$ cat config.mk
export PLATFORM = sky130hd
export DESIGN_NAME = spi_pin_dir_ctrl
export DESIGN_NICKNAME = d
export VERILOG_FILES = /design/src/rtl/spi_pdc_pkg.sv /design/src/rtl/spi_pdc_cfg_regs.sv /design/src/rtl/spi_pdc_route.sv /design/src/rtl/spi_pdc_gpio_sample.sv /design/src/rtl/spi_pin_dir_ctrl.sv
export SDC_FILE = /design/constraint.sdc
export NUM_CORES = 1
export LEC_CHECK = 0
export ABC_AREA = 1
export CAP_MARGIN = 30
export CORE_AREA = 2 2 46 48
export CTS_CLUSTER_DIAMETER = 80
export DETAILED_ROUTE_END_ITERATION = 10
export DIE_AREA = 0 0 48 50
export PLACE_DENSITY = 0.75
export SLEW_MARGIN = 20
export SYNTH_ARGS = -nofsm -noshare
export SYNTH_HDL_FRONTEND = slang
export SYNTH_SLANG_ARGS = --single-unit
export TNS_END_PERCENT = 10
$ cat constraint.sdc
create_clock -name clk -period 1.6 [get_ports clk]
set_input_delay 0.16 -clock clk [delete_from_list [all_inputs] [get_ports clk]]
set_output_delay 0.16 -clock clk [all_outputs]
set_load 0.02 [all_outputs]
$ cat src/rtl/spi_pdc_pkg.sv
package spi_pdc_pkg;

    localparam int NPIN = 4;

    // pin indices; the direction bit of each pin shares its index
    localparam int P_MISO = 0;
    localparam int P_MOSI = 1;
    localparam int P_SCK  = 2;
    localparam int P_SS   = 3;

    typedef enum logic [1:0] {
        MODE_NSLV = 2'b00,
        MODE_NMST = 2'b01,
        MODE_BSLV = 2'b10,
        MODE_BMST = 2'b11
    } pin_mode_e;

    typedef struct packed {
        logic            bidir;
        logic            master;
        logic            ssoe;
        logic [NPIN-1:0] dir;
    } pdc_cfg_t;

endpackage

$ cat src/rtl/spi_pdc_cfg_regs.sv
module spi_pdc_cfg_regs
    import spi_pdc_pkg::*;
(
    input  logic            clk,
    input  logic            rst_n,
    input  logic            cfg_we,
    input  pdc_cfg_t        cfg_wdata,
    input  logic            gpio_we,
    input  logic [NPIN-1:0] gpio_wdata,
    output pdc_cfg_t        cfg_q,
    output logic [NPIN-1:0] gpio_q
);

    typedef struct packed {
        pdc_cfg_t        cfg;
        logic [NPIN-1:0] gpio;
    } regs_t;

    regs_t st_d, st_q;

    always_comb begin
        st_d = st_q;
        if (cfg_we)  st_d.cfg  = cfg_wdata;
        if (gpio_we) st_d.gpio = gpio_wdata;
    end

    always_ff @(posedge clk or negedge rst_n) begin
        if (!rst_n) st_q <= '0;
        else        st_q <= st_d;
    end

    assign cfg_q  = st_q.cfg;
    assign gpio_q = st_q.gpio;


    cfg_hold_chk: assert property (@(posedge clk) disable iff (!rst_n)
        !cfg_we |=> $stable(cfg_q));


    gpio_hold_chk: assert property (@(posedge clk) disable iff (!rst_n)
        !gpio_we |=> $stable(gpio_q));

endmodule

$ cat src/rtl/spi_pdc_route.sv
module spi_pdc_route
    import spi_pdc_pkg::*;
(
    input  pdc_cfg_t        cfg,
    input  logic [NPIN-1:0] gpio_q,
    input  logic [NPIN-1:0] pin_in,
    input  logic            sh_tx_data,
    input  logic            sh_sck_out,
    input  logic            sh_ss_out,
    input  logic            sh_tx_active,
    output logic [NPIN-1:0] pin_oe,
    output logic [NPIN-1:0] pin_out,
    output logic            sh_rx_data,
    output logic [NPIN-1:0] gpio_mask
);

    pin_mode_e mode;
    logic      ss_low;

    assign mode   = pin_mode_e'({cfg.bidir, cfg.master});
    assign ss_low = ~pin_in[P_SS];

    always_comb begin
        pin_oe     = '0;
        pin_out    = '0;
        gpio_mask  = '0;
        sh_rx_data = pin_in[P_MOSI];

        // clock and select are shared by both master modes
        if (cfg.master) begin
            pin_oe[P_SCK]  = cfg.dir[P_SCK];
            pin_out[P_SCK] = sh_sck_out;
            pin_oe[P_SS]   = cfg.dir[P_SS] & cfg.ssoe;
            pin_out[P_SS]  = sh_ss_out;
        end

        unique case (mode)
            MODE_NSLV: begin
                pin_oe[P_MISO]  = cfg.dir[P_MISO] & ss_low;
                pin_out[P_MISO] = sh_tx_data;
                sh_rx_data      = pin_in[P_MOSI];
            end
            MODE_NMST: begin
                pin_oe[P_MOSI]  = cfg.dir[P_MOSI];
                pin_out[P_MOSI] = sh_tx_data;
                sh_rx_data      = pin_in[P_MISO];
            end
            MODE_BSLV: begin
                pin_oe[P_MISO]  = cfg.dir[P_MISO] & ss_low & sh_tx_active;
                pin_out[P_MISO] = sh_tx_data;
                sh_rx_data      = pin_in[P_MISO];
                gpio_mask[P_MOSI] = 1'b1;
                pin_oe[P_MOSI]  = cfg.dir[P_MOSI];
                pin_out[P_MOSI] = gpio_q[P_MOSI];
            end
            MODE_BMST: begin
                pin_oe[P_MOSI]  = cfg.dir[P_MOSI] & sh_tx_active;
                pin_out[P_MOSI] = sh_tx_data;
                sh_rx_data      = pin_in[P_MOSI];
                gpio_mask[P_MISO] = 1'b1;
                pin_oe[P_MISO]  = cfg.dir[P_MISO];
                pin_out[P_MISO] = gpio_q[P_MISO];
            end
            default: ;
        endcase
    end

endmodule

$ cat src/rtl/spi_pdc_gpio_sample.sv
module spi_pdc_gpio_sample
    import spi_pdc_pkg::*;
(
    input  logic            clk,
    input  logic            rst_n,
    input  logic [NPIN-1:0] gpio_mask,
    input  logic [NPIN-1:0] dir,
    input  logic [NPIN-1:0] pin_in,
    output logic [NPIN-1:0] gpio_rd
);

    logic [NPIN-1:0] rd_d, rd_q;

    for (genvar i = 0; i < NPIN; i++) begin : g_bit
        always_comb rd_d[i] = gpio_mask[i] & ~dir[i] & pin_in[i];
    end

    always_ff @(posedge clk or negedge rst_n) begin
        if (!rst_n) rd_q <= '0;
        else        rd_q <= rd_d;
    end

    assign gpio_rd = rd_q;


    rd_only_spare_chk: assert property (@(posedge clk) disable iff (!rst_n)
        1'b1 |=> ((gpio_rd & ~$past(gpio_mask)) == '0));

endmodule

$ cat src/rtl/spi_pin_dir_ctrl.sv
module spi_pin_dir_ctrl
    import spi_pdc_pkg::*;
(
    input  logic       clk,
    input  logic       rst_n,
    input  logic       cfg_we,
    input  logic       cfg_bidir,
    input  logic       cfg_master,
    input  logic       cfg_ssoe,
    input  logic [3:0] cfg_dir,
    input  logic       gpio_we,
    input  logic [3:0] gpio_wdata,
    input  logic [3:0] pin_in,
    input  logic       sh_tx_data,
    input  logic       sh_sck_out,
    input  logic       sh_ss_out,
    input  logic       sh_tx_active,
    output logic [3:0] pin_oe,
    output logic [3:0] pin_out,
    output logic       sh_rx_data,
    output logic       sh_sck_in,
    output logic       sh_ss_in,
    output logic [3:0] gpio_rd
);

    pdc_cfg_t        cfg_wd;
    pdc_cfg_t        cfg_q;
    logic [NPIN-1:0] gpio_q;
    logic [NPIN-1:0] gpio_mask;

    assign cfg_wd = '{bidir: cfg_bidir, master: cfg_master,
                      ssoe: cfg_ssoe, dir: cfg_dir};

    spi_pdc_cfg_regs u_regs (
        .clk        (clk),
        .rst_n      (rst_n),
        .cfg_we     (cfg_we),
        .cfg_wdata  (cfg_wd),
        .gpio_we    (gpio_we),
        .gpio_wdata (gpio_wdata),
        .cfg_q      (cfg_q),
        .gpio_q     (gpio_q)
    );

    spi_pdc_route u_route (
        .cfg          (cfg_q),
        .gpio_q       (gpio_q),
        .pin_in       (pin_in),
        .sh_tx_data   (sh_tx_data),
        .sh_sck_out   (sh_sck_out),
        .sh_ss_out    (sh_ss_out),
        .sh_tx_active (sh_tx_active),
        .pin_oe       (pin_oe),
        .pin_out      (pin_out),
        .sh_rx_data   (sh_rx_data),
        .gpio_mask    (gpio_mask)
    );

    spi_pdc_gpio_sample u_gsmp (
        .clk       (clk),
        .rst_n     (rst_n),
        .gpio_mask (gpio_mask),
        .dir       (cfg_q.dir),
        .pin_in    (pin_in),
        .gpio_rd   (gpio_rd)
    );

    assign sh_sck_in = pin_in[P_SCK];
    assign sh_ss_in  = pin_in[P_SS];


    slave_no_clk_drive_chk: assert property (@(posedge clk) disable iff (!rst_n)
        !cfg_q.master |-> (pin_oe[P_SCK] == 1'b0) && (pin_oe[P_SS] == 1'b0));


    slave_ss_release_chk: assert property (@(posedge clk) disable iff (!rst_n)
        (!cfg_q.master && pin_in[P_SS]) |-> !pin_oe[P_MISO]);


    ss_drive_gate_chk: assert property (@(posedge clk) disable iff (!rst_n)
        pin_oe[P_SS] |-> (cfg_q.ssoe && cfg_q.dir[P_SS] && cfg_q.master));


    bidir_mst_release_chk: assert property (@(posedge clk) disable iff (!rst_n)
        (cfg_q.bidir && cfg_q.master && !sh_tx_active) |-> !pin_oe[P_MOSI]);


    reset_quiet_chk: assert property (@(posedge clk)
        !rst_n |-> (pin_oe == '0));

endmodule

# [Word level (Yosys, flattened, before mapping)]
# Index checks and enable logic that the tools add are counted.
# W data, S select, Z words.
[classes] eq_ne=3 n_reduce_logical=5 n_mux=9 bitwise_logic=11
[ops] operator="$and A1 B1 Y1" count=8
[ops] operator="$pmux W1 S2" count=4
[ops] operator="$reduce_or A2 Y1" count=4
[ops] operator="$eq A2 B2 Y1 const B" count=2
[ops] operator="$mux W2" count=2
[ops] operator="$not A1 Y1" count=3
[ops] operator="$pmux W1 S3" count=1
[ops] operator="$eq A2 B1 Y1 const B" count=1
[ops] operator="$logic_not A2 Y1" count=1
[ops] operator="$mux W1" count=2
[totals] word_cells=34 inputBits=23 reg_bits=11

# [Logic depth before layout (Yosys ltp)]
[logic_depth] ltp_word=4 ltp_mapped=6 depth_no_buf=6

# [Hierarchy]
# From an unflattened synthesis, not the netlist that was laid out.
[unflattened] cells_unflattened=98 area_unflattened_um2=785.8
[by_module_without_submodules] module="spi_pdc_cfg_regs" area_each_um2=417.9 cells_each=47 instances=1 seq_area_each_um2=275.3
[by_module_without_submodules] module="spi_pdc_route" area_each_um2=212.7 cells_each=37 instances=1 seq_area_each_um2=0.0
[by_module_without_submodules] module="spi_pdc_gpio_sample" area_each_um2=140.1 cells_each=12 instances=1 seq_area_each_um2=100.1
[by_module_without_submodules] module="spi_pin_dir_ctrl" area_each_um2=15.0 cells_each=2 instances=1 seq_area_each_um2=0.0

# [Least setup slack after synthesis]
# No wires, ideal clock.
[synth_timing] kind="register to output" start="register u_regs.st_q (netlist bit u_regs.cfg_q[5])" end="output port pin_oe[1]" slack_ps=87 arrival_time_ps=1353 stages_incl_launch_ff=5 cell_sequence="dfrtp_1 inv_1 ha_1 a21oi_1 nor3_1"
[synth_between] elab_chain_cells=3 elab_cells_between_ends=5
[synth_rtl] element="start, declared" line="spi_pdc_cfg_regs.sv:19" source="regs_t st_d, st_q;"
[synth_rtl] element="start signal, assigned" line="spi_pdc_cfg_regs.sv:29" source="else st_q <= st_d;"
[synth_rtl] element="$eq A2 B1 Y1 or $eq A2 B2 Y1 (tied branches)" line="spi_pdc_route.sv:37" source="unique case (mode)"
[synth_rtl] element="$reduce_or A2 Y1 (no line)"
[synth_rtl] element="$pmux W1 S2 (*)" line="spi_pdc_route.sv:37"
[synth_rtl] element="end, declared" line="spi_pin_dir_ctrl.sv:18" source="output logic [3:0] pin_oe,"
# Every way passes the cells marked *; elsewhere a longest branch is shown, timed or not.

# [Final worst setup path]
[layout_timing] start="register u_regs.st_q (netlist bit u_regs.cfg_q[5])" end="output port pin_oe[0]"
[layout_between] elab_chain_cells=2 elab_cells_between_ends=4
[layout_rtl] element="$eq A2 B2 Y1 or $logic_not A2 Y1 (tied branches)" line="spi_pdc_route.sv:37"
[layout_rtl] element="$pmux W1 S3 (*)" line="spi_pdc_route.sv:37"
# Marked as above.

==> metrics.yaml <==
grt-ovfl-total: 0
path_depth: 8
clkTransAtPathRegs_ns: 0.07
netlist_area_um2: 646
viasPerCell: 4.25
crit_arrival_ns: 1.49
violations: "setup timing"
grt_pass1_wl_um: 2300
wl_per_cell_um: 11.0
hold_buffers: 0
grt_pass1_vias: 552
rows: 16
synthCells: 73
grtUsageTotal: 0.138
switching_share: 0.298
ys_types: 14
finalWeightedCongestion: 0.753
area.growth.synth_to_final_pct: 65.1
synth_compound_area_frac: 0.0988
power_leakage_uw: 0.000536
rsz0062_at_grt: "true"
hold_viol: 0
power_frac_clock: 0.242
io_buffers: 31
internal_power_uw: 542
yosys_warnings: 0
top_level_ports: 38
worstSetupStartpointType: "flop"
vdd_drop_max_uv: 348
finalSetupViolations: 3
final_common_cell: "clkdlybuf4s50_1"
end_kind: "output pin"
reg2reg_from: "u_regs.cfg_q[6]"
cp_slowest_cell: "dfrtp_1"
endpoint: "pin_oe[0]"
synth_area_per_cell_um2: 8.84
die_h_um: 50
synthXorXnorAreaFrac: 0
drt_iter0_drc: 5
cts-root-buf: "clkbuf_4"
maxSlewHeadroom: 0.666
htreeDepth: 1
cp_num_buf_inv: 3
cts_tree: "yes"
worstHoldPathType: "input pin to asynchronous set/reset pin"
crit_start: "u_regs.cfg_q[5]"
drt-total-wl_um: 1550
ys_ff_latch: 11
seq_area_frac_synth: 0.426
synth_mux_area_frac: 0.0698
num-nets-final: 145
reg2reg_depth: 5
antenna_found_initial: 0
die_area_um2: 2400
crit_family: "flip-flops"
rrSetupSlack_ns: 0.52
initial_core_util: 0.339
fmax_ghz: 0.606
fin_skew_ns: 0.00313
fin_crit_sh: 1.03
diodes: 0
path_cells: "inv_2 -> buf_6 -> ha_4 -> nand2_2 -> nand2_1 -> nand2_1 -> a21oi_2 -> buf_4"
reg2reg_to: "u_gsmp.gpio_rd[1]"
p_per_area_nw_per_um2: 724
maxSlewViolCount: 0
max_cap_viol_count: 0
clockBufferDepth: 2
path_common_cell: "nand2_1"
numClockSinks: 11
drcViolationCount: 0
clk_latency_ns: 0.26
fin_ws_ns: -0.0508
p_sw_uw: 230
synth_top_family_by_area: "adder cells"
synth-simple-area-share: 0.130
crit_fanout: 4
core_um2: 1900
ant_nets: 0
final_cell_mix: "clkdlybuf4s50_1, nand2_1, buf_4, dfrtp_1, inv_1"
setup.worst_path.class: "flop to output pin"
utilization: 0.561
synth_fa_ha_area_frac: 0.136
drtPass1Iterations: 5
num_vias: 599
required_ns: 1.44
cts_buffers: 3
dpl.hpwl_um: 1220
finalPower_uw: 772
drive_gt1_frac: 0.254
die_w_um: 48
worst_pin_slew_ns: 0.499
cpPeakStageDelay_ns: 0.42
p_seq_frac: 0.406
status: "finished with violations"
layout_min_cycle_time_ns: 1.65
grt_start_max_net_pins: 13
pwr-share-comb: 0.352
-- what timing repair did --
action                     in CTS  in global routing
setup buffers                   0                  1
pin swaps                       0                  6
gates resized for setup        31                 11
setup endpoints to repair       9                  6
-- power groups by stage --
stage               registers [uW]  clock network (uW)  logic [uW]
floorplan                      321                   0         118
global placement               317                   0         252
detailed placement             318                   0         259
CTS                            313                 194         251
global route                   316                 206         298
finish                         313                 187         272
-- state kept, by name, summed over array words and instances, names as in the netlist --
name            flops
u_regs.cfg_q        7
u_gsmp.gpio_rd      2
u_regs.gpio_q       2
-- Yosys cell counts (all sizes together) --
| library cell | number | share of area |
|---|---|---|
| a21oi | 4 | 0.037 |
| buf | 5 | 0.064 |
| conb | 1 | 0.0058 |
| dfrtp | 11 | 0.43 |
| ha | 7 | 0.14 |
| inv | 12 | 0.070 |
| mux2 | 4 | 0.070 |
| nand2 | 16 | 0.093 |
| nor2 | 2 | 0.012 |
| nor3 | 2 | 0.016 |
| o21ai | 8 | 0.062 |
| or2 | 1 | 0.0097 |
-- logic make-up (layout without fill, tap and decap cells) --
group,after synthesis,after routing
other,1,2
AO/OA/AOI/OAI,12,12
AND/OR/NAND/NOR,21,21
flip-flops,11,11
multiplexers,4,4
buffers and inverters,17,57
adder cells (fa/ha/maj),7,7
-- worst min path at each step --
stage | from | to | slack (ns) | cells past startpoint
6_report | rst_n | u_regs.cfg_q[4] | 0.23 | 1
5_1_grt | rst_n | u_regs.cfg_q[2] | 0.27 | 1
4_1_cts | rst_n | u_regs.cfg_q[2] | 0.23 | 1
3_5_place_dp | pin_in[2] | sh_sck_in | 0.32 | 0
3_3_place_gp | pin_in[2] | sh_sck_in | 0.32 | 0
2_1_floorplan | rst_n | u_gsmp.gpio_rd[0] | -0.14 | 0
-- per-stage QoR --
| stage | std cells | setup WS (ns) | hold WS [ns] | instance area [um2] | setup TNS, ns |
|---|---|---|---|---|---|
| after floorplan | 74 | 0.0869 | -0.136 | 649 | 0 |
| after global placement | 136 | -0.182 | 0.320 | 1020 | -0.692 |
| after detailed placement | 136 | -0.228 | 0.320 | 1020 | -0.916 |
| after CTS | 140 | -0.0906 | 0.231 | 1030 | -0.150 |
| after global routing | 141 | -0.119 | 0.269 | 1070 | -0.469 |
| final | 141 | -0.0508 | 0.227 | 1070 | -0.114 |
-- final cells by class --
| type | instances | area [um2] |
|---|---|---|
| multi-input combinational | 46 | 319 |
| clock buffer | 4 | 26.3 |
| inverter | 12 | 45.0 |
| timing repair buffer | 41 | 367 |
| tap | 27 | 33.8 |
| sequential | 11 | 275 |
| fill | 179 | 836 |
-- layer usage --
layer | wire [um] | up-vias | track usage
met5 | 0 | - | 0
met4 | 6 | 0 | 0.0676
met3 | 94 | 2 | 0.0220
met2 | 808 | 31 | 0.240
met1 | 638 | 263 | 0.151
li1 | - | 303 | -
(Power assumes the default switching activity.)
